$ cat src/rtl/fifo_pkg.sv
package fifo_pkg;
  // Strobes issued by the control to the storage datapath
  typedef struct packed {
    logic ramWe;  // store wrData at the write pointer
    logic ramRe;  // load output register from the read pointer
  } strobes_t;
endpackage

$ cat src/rtl/fifo_ctrl.sv
module fifo_ctrl #(
  parameter int DEPTH        = 16,
  parameter int PROG_FULL_TH = 14,
  parameter int PROG_EMPTY_TH = 2,
  localparam int ADDR_W = (DEPTH > 1) ? $clog2(DEPTH) : 1,
  localparam int CNT_W  = $clog2(DEPTH + 2)
) (
  input  logic                clk,
  input  logic                rst,
  input  logic                fwftMode,
  input  logic                wrEn,
  input  logic                rdEn,
  output fifo_pkg::strobes_t  strb,
  output logic [ADDR_W-1:0]   wrPtr,
  output logic [ADDR_W-1:0]   rdPtr,
  output logic                full,
  output logic                empty,
  output logic                progFull,
  output logic                progEmpty
);
  localparam logic [CNT_W-1:0] RAM_MAX = CNT_W'(DEPTH);
  localparam logic [CNT_W-1:0] PF_LVL  = CNT_W'(PROG_FULL_TH);
  localparam logic [CNT_W-1:0] PE_LVL  = CNT_W'(PROG_EMPTY_TH);

  logic [CNT_W-1:0] ramCount;
  logic [CNT_W-1:0] occupancy;
  logic [CNT_W-1:0] capacity;
  logic             outValid;
  logic             wrAccept;
  logic             rdAccept;
  logic             ramRead;

  function automatic logic [ADDR_W-1:0] advance(input logic [ADDR_W-1:0] p);
    return (p == ADDR_W'(DEPTH - 1)) ? '0 : p + 1'b1;
  endfunction

  always_comb begin
    occupancy = ramCount + {{(CNT_W-1){1'b0}}, fwftMode & outValid};
    capacity  = RAM_MAX + {{(CNT_W-1){1'b0}}, fwftMode};
    full      = (occupancy == capacity);
    empty     = fwftMode ? !outValid : (ramCount == '0);
    progFull  = (occupancy >= PF_LVL);
    progEmpty = (occupancy <= PE_LVL);
    wrAccept  = wrEn && !full;
    rdAccept  = rdEn && !empty;
    // Look-ahead: refill the output register whenever it is free or being taken
    ramRead   = fwftMode ? ((ramCount != '0) && (!outValid || rdAccept)) : rdAccept;
    strb.ramWe = wrAccept;
    strb.ramRe = ramRead;
  end

  always_ff @(posedge clk) begin
    if (rst) begin
      wrPtr    <= '0;
      rdPtr    <= '0;
      ramCount <= '0;
      outValid <= 1'b0;
    end else begin
      if (wrAccept) wrPtr <= advance(wrPtr);
      if (ramRead)  rdPtr <= advance(rdPtr);
      case ({wrAccept, ramRead})
        2'b10:   ramCount <= ramCount + 1'b1;
        2'b01:   ramCount <= ramCount - 1'b1;
        default: ramCount <= ramCount;
      endcase
      if (ramRead)       outValid <= fwftMode;
      else if (rdAccept) outValid <= 1'b0;
    end
  end
endmodule

$ cat src/rtl/fifo_datapath.sv
module fifo_datapath #(
  parameter int DATA_W = 8,
  parameter int DEPTH  = 16,
  localparam int ADDR_W = (DEPTH > 1) ? $clog2(DEPTH) : 1
) (
  input  logic               clk,
  input  logic               rst,
  input  fifo_pkg::strobes_t strb,
  input  logic [ADDR_W-1:0]  wrPtr,
  input  logic [ADDR_W-1:0]  rdPtr,
  input  logic [DATA_W-1:0]  wrData,
  output logic [DATA_W-1:0]  rdData
);
  logic [DATA_W-1:0] memArray [DEPTH];

  // Read-before-write: a load on the slot being written sees the old word
  always_ff @(posedge clk) begin
    if (strb.ramWe) memArray[wrPtr] <= wrData;
  end

  always_ff @(posedge clk) begin
    if (rst)            rdData <= '0;
    else if (strb.ramRe) rdData <= memArray[rdPtr];
  end
endmodule

$ cat src/rtl/sync_fifo.sv
module sync_fifo #(
  parameter int DATA_W        = 8,
  parameter int DEPTH         = 16,
  parameter int PROG_FULL_TH  = 14,
  parameter int PROG_EMPTY_TH = 2
) (
  input  logic              clk,
  input  logic              rst,
  input  logic              fwftMode,
  input  logic              wrEn,
  input  logic [DATA_W-1:0] wrData,
  output logic              full,
  output logic              progFull,
  input  logic              rdEn,
  output logic [DATA_W-1:0] rdData,
  output logic              empty,
  output logic              progEmpty
);
  localparam int ADDR_W = (DEPTH > 1) ? $clog2(DEPTH) : 1;

  fifo_pkg::strobes_t strb;
  logic [ADDR_W-1:0]  wrPtr;
  logic [ADDR_W-1:0]  rdPtr;

  fifo_ctrl #(
    .DEPTH(DEPTH), .PROG_FULL_TH(PROG_FULL_TH), .PROG_EMPTY_TH(PROG_EMPTY_TH)
  ) u_ctrl (
    .clk(clk), .rst(rst), .fwftMode(fwftMode), .wrEn(wrEn), .rdEn(rdEn),
    .strb(strb), .wrPtr(wrPtr), .rdPtr(rdPtr), .full(full), .empty(empty),
    .progFull(progFull), .progEmpty(progEmpty)
  );

  fifo_datapath #(.DATA_W(DATA_W), .DEPTH(DEPTH)) u_data (
    .clk(clk), .rst(rst), .strb(strb), .wrPtr(wrPtr), .rdPtr(rdPtr),
    .wrData(wrData), .rdData(rdData)
  );
endmodule

$ cat config.mk
export PLATFORM = sky130hd
export DESIGN_NAME = sync_fifo
export DESIGN_NICKNAME = d
export VERILOG_FILES = /design/src/rtl/fifo_pkg.sv /design/src/rtl/fifo_ctrl.sv /design/src/rtl/fifo_datapath.sv /design/src/rtl/sync_fifo.sv
export SDC_FILE = /design/constraint.sdc
export NUM_CORES = 1
export LEC_CHECK = 0
export BUFFER_PORTS_ARGS = -buffer_cell sky130_fd_sc_hd__buf_2
export CORE_UTILIZATION = 35
export CTS_CLUSTER_DIAMETER = 40
export DETAILED_ROUTE_END_ITERATION = 7
export GPL_TIMING_DRIVEN = 0
export PLACE_DENSITY = 0.48
export SLEW_MARGIN = 20
export SYNTH_ARGS = -nofsm -noshare
export SYNTH_HDL_FRONTEND = slang
export SYNTH_SLANG_ARGS = --single-unit
$ cat constraint.sdc
create_clock -name clk -period 5.6 [get_ports clk]
set_input_delay 0.28 -clock clk [delete_from_list [all_inputs] [get_ports clk]]
set_output_delay 0.28 -clock clk [all_outputs]
set_load 0.005 [all_outputs]
## After elaboration in Yosys (flattened, before gate mapping)

Memories as Yosys holds them, arrays and structs flattened. A register that Yosys moved wholly into a read port is not among the register bits.
Index checks and enable logic that the tools add are counted.

| storage, ports and cells | value |
|---|---|
| bits in registers | 14 |
| bits in writable memories | 128 |
| input port bits | 13 |
| output and inout port bits | 12 |
| logic and storage cells | 39 |
| memories | 1 |

Memories:

| memory | depth | width | rd ports | clocked after Yosys merged registers in | write ports | line | source |
|---|---|---|---|---|---|---|---|
| u_data.memArray | 16 | 8 | 1 | 1 | 1 | fifo_datapath.sv:14 | `logic [DATA_W-1:0] memArray [DEPTH];` |

| operators by class | value |
|---|---|
| $add $sub $neg | 6 |
| magnitude comparators | 2 |
| eq/ne operators | 5 |
| mux-type cells | 9 |
| bitwise logic cells | 1 |
| reductions and logical operators | 11 |

Operators by type and width:

| kind | count |
|---|---|
| $pmux W5 S2 | 1 |
| $add A4 B1 Y4 const B | 2 |
| $eq A4 B4 Y1 const B | 2 |
| $mux W4 | 2 |
| $mux W1 | 6 |
| $add A5 B1 Y5 | 1 |
| $add A5 B1 Y5 const A | 1 |
| $add A5 B1 Y5 const B | 1 |
| $eq A5 B5 Y1 | 1 |
| $ge A5 B4 Y1 const B | 1 |
| $le A5 B2 Y1 const B | 1 |
| $logic_not A5 Y1 | 1 |
| $reduce_bool A5 Y1 | 1 |
| $sub A5 B1 Y5 const B | 1 |
| $reduce_bool A2 Y1 | 2 |
| $logic_and A1 B1 Y1 | 3 |
| $logic_not A1 Y1 | 3 |
| $eq A2 B1 Y1 const B | 1 |
| $eq A2 B2 Y1 const B | 1 |
| $and A1 B1 Y1 | 1 |
| $logic_or A1 B1 Y1 | 1 |

## Depth between registers and ports, before layout

Gate-level depths: netlist of the first run.

| logic depth | value |
|---|---|
| depth after elaboration | 9 |
| mapped depth | 17 |
| mapped depth without buffers | 16 |

## Hierarchy

Synthesis of the first run repeated with hierarchy kept, for this count alone.

| second synthesis, totals | value |
|---|---|
| cells, all modules | 432 |
| area total of the unflattened synthesis | 6299.8 sq um |

Modules (own cells, without submodules):

| module | instances | cells each | area an instance (sq um) | sequential area each (sq um) |
|---|---|---|---|---|
| fifo_datapath | 1 | 316 | 5343.9 | 4003.8 |
| fifo_ctrl | 1 | 116 | 955.9 | 280.3 |

## Least setup slack after synthesis of the first run

Ideal clock, no wire load.

| timing path | value |
|---|---|
| path type | flip-flop to flip-flop |
| from | reg u_ctrl.outValid |
| to | reg u_ctrl.ramCount[4] |
| library setup time | 0.071 ns |
| data arrival time | 3.299 ns |
| required time | 5.529 ns |
| path slack | 2.231 ns |
| stages on the path, launching flop included | 17 |
| buffers on the path | 1 |
| period minus slack after synthesis | 3.369 ns |
| cells stage by stage | dfxtp_1 and2_1 ha_1 ha_1 and2_1 a21oi_1 o221ai_1 nand2_1 clkbuf_1 inv_1 ha_1 ha_1 nor2b_1 o21ai_0 a21oi_1 or4_1 a21oi_1 |

| on the way | value |
|---|---|
| longest elaborated chain between the ends | 9 |
| elaborated cells between the ends (all ways) | 16 |
| classes of those cells | add/sub (1); eq/ne (3); mux (3); bitwise (1); reduce/logical (8) |

RTL lines:

| what | line | source |
|---|---|---|
| start: declaration | fifo_ctrl.sv:28 | `logic outValid;` |
| start signal: assignment | fifo_ctrl.sv:66 | `if (ramRead) outValid <= fwftMode;` |
| parallel branches: the longest is 9 deep, another holds $add A5 B1 Y5 | - |  |
| end signal: assignment | fifo_ctrl.sv:62 | `2'b10: ramCount <= ramCount + 1'b1;` |
| end signal: assignment | fifo_ctrl.sv:63 | `2'b01: ramCount <= ramCount - 1'b1;` |
| end signal: assignment | fifo_ctrl.sv:64 | `default: ramCount <= ramCount;` |
| end: declaration | fifo_ctrl.sv:25 | `logic [CNT_W-1:0] ramCount;` |

Several ways; the timed one is not identified.
A chain may end at the register's enable or synchronous reset.

## Final worst setup path of the first run

| timing path | value |
|---|---|
| from | reg u_ctrl.ramCount[0] |
| to | reg u_ctrl.ramCount[4] |

| on the way | value |
|---|---|
| longest elaborated chain between the ends | 9 |
| elaborated cells between the ends (all ways) | 18 |
| classes of those cells | add/sub (3); eq/ne (3); mux (3); reduce/logical (9) |

RTL lines:

| what |
|---|
| parallel branches: the longest is 9 deep, another holds $add A5 B1 Y5 |

Several ways; the timed one is not identified.

==> results of run 1 <==
## stage by stage
step / util / cells
2_1_floorplan: - / 370
3_3_place_gp: 0.382 / 619
3_5_place_dp: 0.383 / 621
4_1_cts: 0.417 / 653
5_1_grt: 0.417 / 653
6_report: 0.418 / 654
## path summary, 6_finish.rpt
kind / slack (ns) / from / end
setup / recovery: 1.68 / u_ctrl.ramCount[0] / u_ctrl.ramCount[4]
hold / removal: 0.10 / rst / u_ctrl.wrPtr[3]
setup reg to reg: 1.68 / u_ctrl.ramCount[0] / u_ctrl.ramCount[4]
hold reg to reg: 0.49 / u_data.rdData[2] / u_data.rdData[2]
## per-layer routing
layer | vias up | track usage | wire length [microns]
met5 | - | 0 | 0
met4 | 0 | 0.0568 | 172
met3 | 14 | 0.0374 | 475
met2 | 64 | 0.243 | 6450
met1 | 1725 | 0.232 | 6560
li1 | 1566 | - | -
## cells in the mapped netlist, types with 2 or more instances
cell type / number
buf_4: 2
ha_1: 11
o21bai_1: 2
a21oi_1: 28
nand3_1: 4
xnor2_1: 2
nor2_1: 26
xor2_1: 3
and2_1: 4
clkbuf_1: 6
o211ai_1: 3
buf_6: 3
edfxtp_1: 128
o21ai_0: 3
nor2b_1: 8
inv_1: 9
nor3_1: 3
nand2_1: 10
dfxtp_1: 22
and3_1: 15
buf_2: 4
mux2i_1: 2
o31ai_1: 2
mux4_2: 32
a22oi_1: 17
## flip-flops by register name (all words and copies together), names as in the netlist
signal and flops:
u_ctrl.outValid 1, u_data.memArray 128, u_ctrl.ramCount 5, u_ctrl.wrPtr 4, u_ctrl.rdPtr 4, u_data.rdData 8
## power breakdown
part	internal, mW	total [mW]	switching [mW]
Sequential	1.32	1.38	0.0564
Clock	0.630	1.12	0.493
Combinational	0.360	0.820	0.460
Total	2.31	3.32	1.01
## cell families after synthesis
| family | after synthesis |
|---|---|
| buffers and inverters | 28 |
| DFF | 150 |
| muxes | 35 |
| xor gates and xnor gates | 5 |
| AOI/OAI and AO/OA | 65 |
| adders and majority gates | 13 |
| and+or+nand+nor | 74 |
## layout make-up
| class | count | area [sq um] | area share |
|---|---|---|---|
| plain buffers | 19 | 128 | 0.0177 |
| diodes | 1 | 2.50 | 0.000346 |
| repair buffers | 26 | 135 | 0.0187 |
| inverters | 9 | 33.8 | 0.00468 |
| clock buffers | 17 | 425 | 0.0589 |
| flip-flops and latches | 150 | 4280 | 0.593 |
| multi-input cells | 192 | 1770 | 0.245 |
| clock inverters | 15 | 163 | 0.0225 |
| well taps | 225 | 282 | 0.0390 |
==> metrics.yaml, run 1 <==
clock_tree:
  root_buffer: "clkbuf_16"
  cts_num_sinks: 150
  cts_hold_buf: 0
  postCtsSetupBuffers: 0
  cts_tree: "done"
  ctsResizeCount: 0
  cts_made_buffers: 17
  htree_levels: 4
  insertion_delay_ns: 0.43
  clockBufferDepth: 2
  path_clk_slew_ns: 0.06
critical_path:
  crit_path_start_kind: "flip-flop"
  cp.buffers_inverters: 3
  critical_path_class: "reg -> reg"
  crit_top_cell: "ha_1"
  r2r.worst_path.cells: 15
  crit_chain: "ha_1, ha_1, nand3_1, o221ai_1, nand2_1, clkbuf_1, inv_1, ha_1, inv_1, fa_1, nor2b_1, o21ai_0, and3_1, or4_1, a21oi_1"
  cp_slowest_cell: "dfxtp_1"
  path_delay_family: "simple AND/OR/NAND/NOR gates"
  required_ns: 5.95
  critical_path_arrival_ns: 4.27
  end_kind: "flip-flop"
  path_max_fanout: 10
  crit_cells: 15
  max_stage_delay_ns: 0.46
drt:
  drtAntennaViolNets: 0
  via_per_inst: 5.15
  drt_iter0_markers: 306
  wl_per_cell_microns: 20.9
  vias: 3369
  drtPass1Iterations: 4
  postRouteWirelength_microns: 13700
  remaining_drc_errors: 0
pwr:
  vdd_ir_drop_max_mv: 0.245
  leakagePower_nw: 2.48
  total_power_mw: 3.32
  cellPowerDensity_mw_per_mm2: 460
yosys:
  synthesis.nets: 395
  synth_top_family_by_area: "multiplexers"
  avgSynthCellArea_sq_um: 16.8
  synth_compound_area_frac: 0.0685
  yosysTopAreaCell: "edfxtp_1"
  ys_ff_latch: 150
  synth_edf_count: 128
  synthXorXnorAreaFrac: 0.00706
  async_flop_share: 0
  ys.flop_type: "edfxtp_1"
  synth-simple-area-share: 0.0599
  synthAdderAreaFrac: 0.0270
  synth_area_leaders: "edfxtp_1 (62%), mux4_2 (12%), dfxtp_1 (7.1%)"
  synthMuxAreaShare: 0.121
  yosysUniqueCellTypes: 46
  ys_warn_count: 0
  seq_area_frac_synth: 0.690
  synth_top_area_share: 0.619
  synthCells: 370
  netlist_area_sq_mm: 0.00621
timing:
  hold_viol_final: 0
  hold_ws_ns: 0.102
  relSlewSlack: 0.398
  setup_slack_ns: 1.68
  grt_setup_unrepaired: "false"
  finalSetupViolations: 0
  fin_crit_ns: 3.92
  setup_tns_ns: 0
  drv_slew: 0
  fin_crit_sh: 0.700
  tightestPinTransition_ns: 0.901
  fin_worst_skew_ns: 0.0141
  fmax_ghz: 0.255
grt:
  grt_pass1_vias: 3260
  grt_max_degree: 17
  grt_remaining_overflow: 0
  grt_antenna_before_repair: 0
  grt_use_total: 0.162
  grt_pass1_wl_microns: 20500
floorplan:
  rows: 48
  start_util: 0.359
  die-width_microns: 135
  coreArea_sq_mm: 0.0173
  die_h_microns: 135
  die_area_sq_mm: 0.0183
  ioPinCount: 25
layout:
  drive_above_1_share: 0.255
  final_cell_mix: "edfxtp_1 (128), mux4_2 (32), a21oi_1 (28), buf_2 (28), nor2_1 (26)"
  final_area_sq_mm: 0.00722
  nFillCells: 1580
  fin_nets: 440
  area_growth_pct: 16.4
  layout_commonest_cell: "edfxtp_1"
placement:
  place_area_sq_mm: 0.00663
  dp_slack_ns: 1.62
  gp_routability_congestion: 0.784
  hpwl_microns: 8970
  io_buffers: 24
status:
  outcome: "finished clean"
run:
  maxCapViolCount: 0
min_path:
  whs_path_depth: 2
  min_path_type: "in -> reg"
Note: power is estimated with default switching activity, not from simulation.
==> inputs of run 2 (changes only) <==
- PLACE_DENSITY: 0.48 -> 0.5
- clock period: 5.6 -> 3.6 ns (I/O delays scaled with it)
==> run 2 against run 1 <==
Compared with the run above:
- core utilization rose by 0.51 points
- largest power group unchanged
- largest cell class unchanged
- via count fell by 0.33%
- global-route usage fell by 0.25 points
==> metrics.yaml, run 2 (synthesis gave the netlist of run 1 again) <==
layout:
  final_cell_mix: "edfxtp_1 (128), mux4_2 (32), a21oi_1 (28), buf_2 (28), nor2_1 (26)"
  antenna_cells: 0  # -1
  area_growth_pct: 17.8
  nFillCells: 1590  # +0.63%
  stdcell_count: 655  # +0.15%
  fin_util: 0.423  # +0.00514
  largest_reg_flops: 128  # unchanged
  fin_nets: 443  # +0.68%
  regMostFlops: "u_data.memArray"
  layout_commonest_cell: "edfxtp_1"
  drive_above_1_share: 0.274  # +0.0197
  reg_top3: "u_data.memArray: 128 flops, u_data.rdData: 8 flops, u_ctrl.ramCount: 5 flops"
drt:
  postRouteWirelength_microns: 13400  # -1.7%
  drt_iter0_markers: 302  # -1.3%
  drtPass1Iterations: 5  # +1
  remaining_drc_errors: 0  # unchanged
  via_per_inst: 5.13  # -0.48%
  drtAntennaViolNets: 0  # unchanged
  wl_per_cell_microns: 20.5  # -1.9%
  vias: 3358  # -0.33%
timing:
  finalSetupViolations: 0  # unchanged
  hold_viol_final: 0  # unchanged
  relSlewSlack: 0.389  # -0.00901
  hold_ws_ns: 0.102  # +0.000182 ns
  fin_crit_sh: 0.915  # +0.215
  grt_setup_unrepaired: "false"
  fin_worst_skew_ns: 0.00791  # -0.00623 ns
  setup_tns_ns: 0  # unchanged
  fin_crit_ns: 3.29  # -0.628 ns
  fmax_ghz: 0.304  # +19%
  tightestPinTransition_ns: 0.915  # +0.0135 ns
  drv_slew: 0  # unchanged
clock_tree:
  root_buffer: "clkbuf_16"
  cts_num_sinks: 150  # unchanged
  clockBufferDepth: 2  # unchanged
  insertion_delay_ns: 0.42  # about the same
  path_clk_slew_ns: 0.06  # about the same
  cts_tree: "done"
  cts_made_buffers: 17  # unchanged
  htree_levels: 4  # unchanged
critical_path:
  critical_path_class: "reg -> reg"
  path_max_fanout: 6  # -4
  critical_path_arrival_ns: 3.64  # -0.63 ns
  reg2reg_from: "u_ctrl.outValid"
  crit_path_start_kind: "flip-flop"
  required_ns: 3.95  # -2.00 ns
  r2r-end: "u_ctrl.ramCount[4]"
  reg2reg_slack_ns: 0.31  # -1.37 ns
  end_kind: "flip-flop"
  r2r.worst_path.cells: 16  # +1
placement:
  hpwl_microns: 8900  # -0.79%
  dp_cells: 621  # unchanged
  io_buffers: 24  # unchanged
  gp_routability_congestion: 0.737  # -5.9%
floorplan:
  ioPinCount: 25  # unchanged
  die-width_microns: 135  # unchanged
  die_area_sq_mm: 0.0183  # unchanged
  start_util: 0.359  # unchanged
  rows: 48  # unchanged
  coreArea_sq_mm: 0.0173  # unchanged
  die_h_microns: 135  # unchanged
status:
  outcome: "finished clean"
grt:
  grt_max_degree: 17  # unchanged
  grt_pass1_vias: 3304  # +1.3%
  grt_use_total: 0.160  # -0.00254
  grt_remaining_overflow: 0  # unchanged
  grt_pass1_wl_microns: 20300  # -0.88%
  grt_antenna_before_repair: 0  # unchanged
pwr:
  cellPowerDensity_mw_per_mm2: 716  # +56%
  vdd_ir_drop_max_mv: 0.374  # +53%
  leakagePower_nw: 2.51  # +1.6%
min_path:
  whs_path_depth: 3  # +1
  min_path_type: "in -> reg"
  hold_end: "u_ctrl.wrPtr[1]"
  min_from: "wrEn"
run:
  maxCapViolCount: 0  # unchanged
## run 2: what timing repair did
item | CTS | global route
hold endpoints to repair | 1 | 0
hold buffers | 1 | 0
cloned | 0 | 0
buffers inserted | 0 | 3
resized for setup | 5 | 5
setup endpoints to repair | 1 | 1
pin swaps | 0 | 2
## run 2: worst max-delay path by stage
stage                     from                  to  slack (ns)
2_1_floorplan  u_ctrl.outValid  u_ctrl.ramCount[4]        0.23
3_3_place_gp          fwftMode  u_ctrl.ramCount[4]       -0.19
3_5_place_dp   u_ctrl.outValid  u_ctrl.ramCount[4]       -0.27
4_1_cts        u_ctrl.outValid  u_ctrl.ramCount[4]        0.03
5_1_grt        u_ctrl.outValid  u_ctrl.ramCount[4]        0.09
6_report       u_ctrl.outValid  u_ctrl.ramCount[4]        0.31
## run 2: layer usage
metal  vias up  share of wire  track usage
met5         -              0            0
met4         0         0.0051       0.0618
met3         4          0.050       0.0382
met2        66           0.48        0.238
met1      1727           0.47        0.226
li1       1561              -            -
## run 2: stage by stage
step / setup WS (ns) / area [sq um] / total power [mW]
finish: 0.307 / 7310 / 5.24
global route: 0.0887 / 7310 / 5.50
CTS: 0.0265 / 7270 / 5.26
detailed placement: -0.274 / 6640 / 3.47
global placement: -0.193 / 6610 / 3.43
floorplan: 0.231 / 6210 / 3.06
## run 2: where the power goes
group / switching [mW] / internal [mW] / total [mW]
sequential: 0.0914 / 2.06 / 2.15
clock: 0.657 / 1.12 / 1.78
combinational: 0.723 / 0.587 / 1.31
total: 1.47 / 3.76 / 5.24
## run 2: cell type report
type                            count  area (sq um)  share of cell area
Timing Repair Buffer               30           171              0.0234
Clock buffer                       24           546              0.0746
Multi-Input combinational cell    192          1810               0.247
Tap cell                          225           282              0.0385
Inverter                            9          33.8             0.00462
Buffer                             18           124              0.0169
Sequential cell                   150          4290               0.586
Clock inverter                      7          61.3             0.00838
## run 2: critical path: stages, from the launching register on
cell and delay, ns:
dfxtp_1 0.34, and2_1 0.15, ha_2 0.21, ha_4 0.17, and2_1 0.15, a21oi_1 0.10, o221ai_2 0.27, nand2_4 0.08
inv_1 0.07, ha_2 0.21, inv_1 0.08, fa_1 0.41, nor2b_2 0.13, o21ai_0 0.10, and3_1 0.20, or4_1 0.39
a21oi_1 0.14
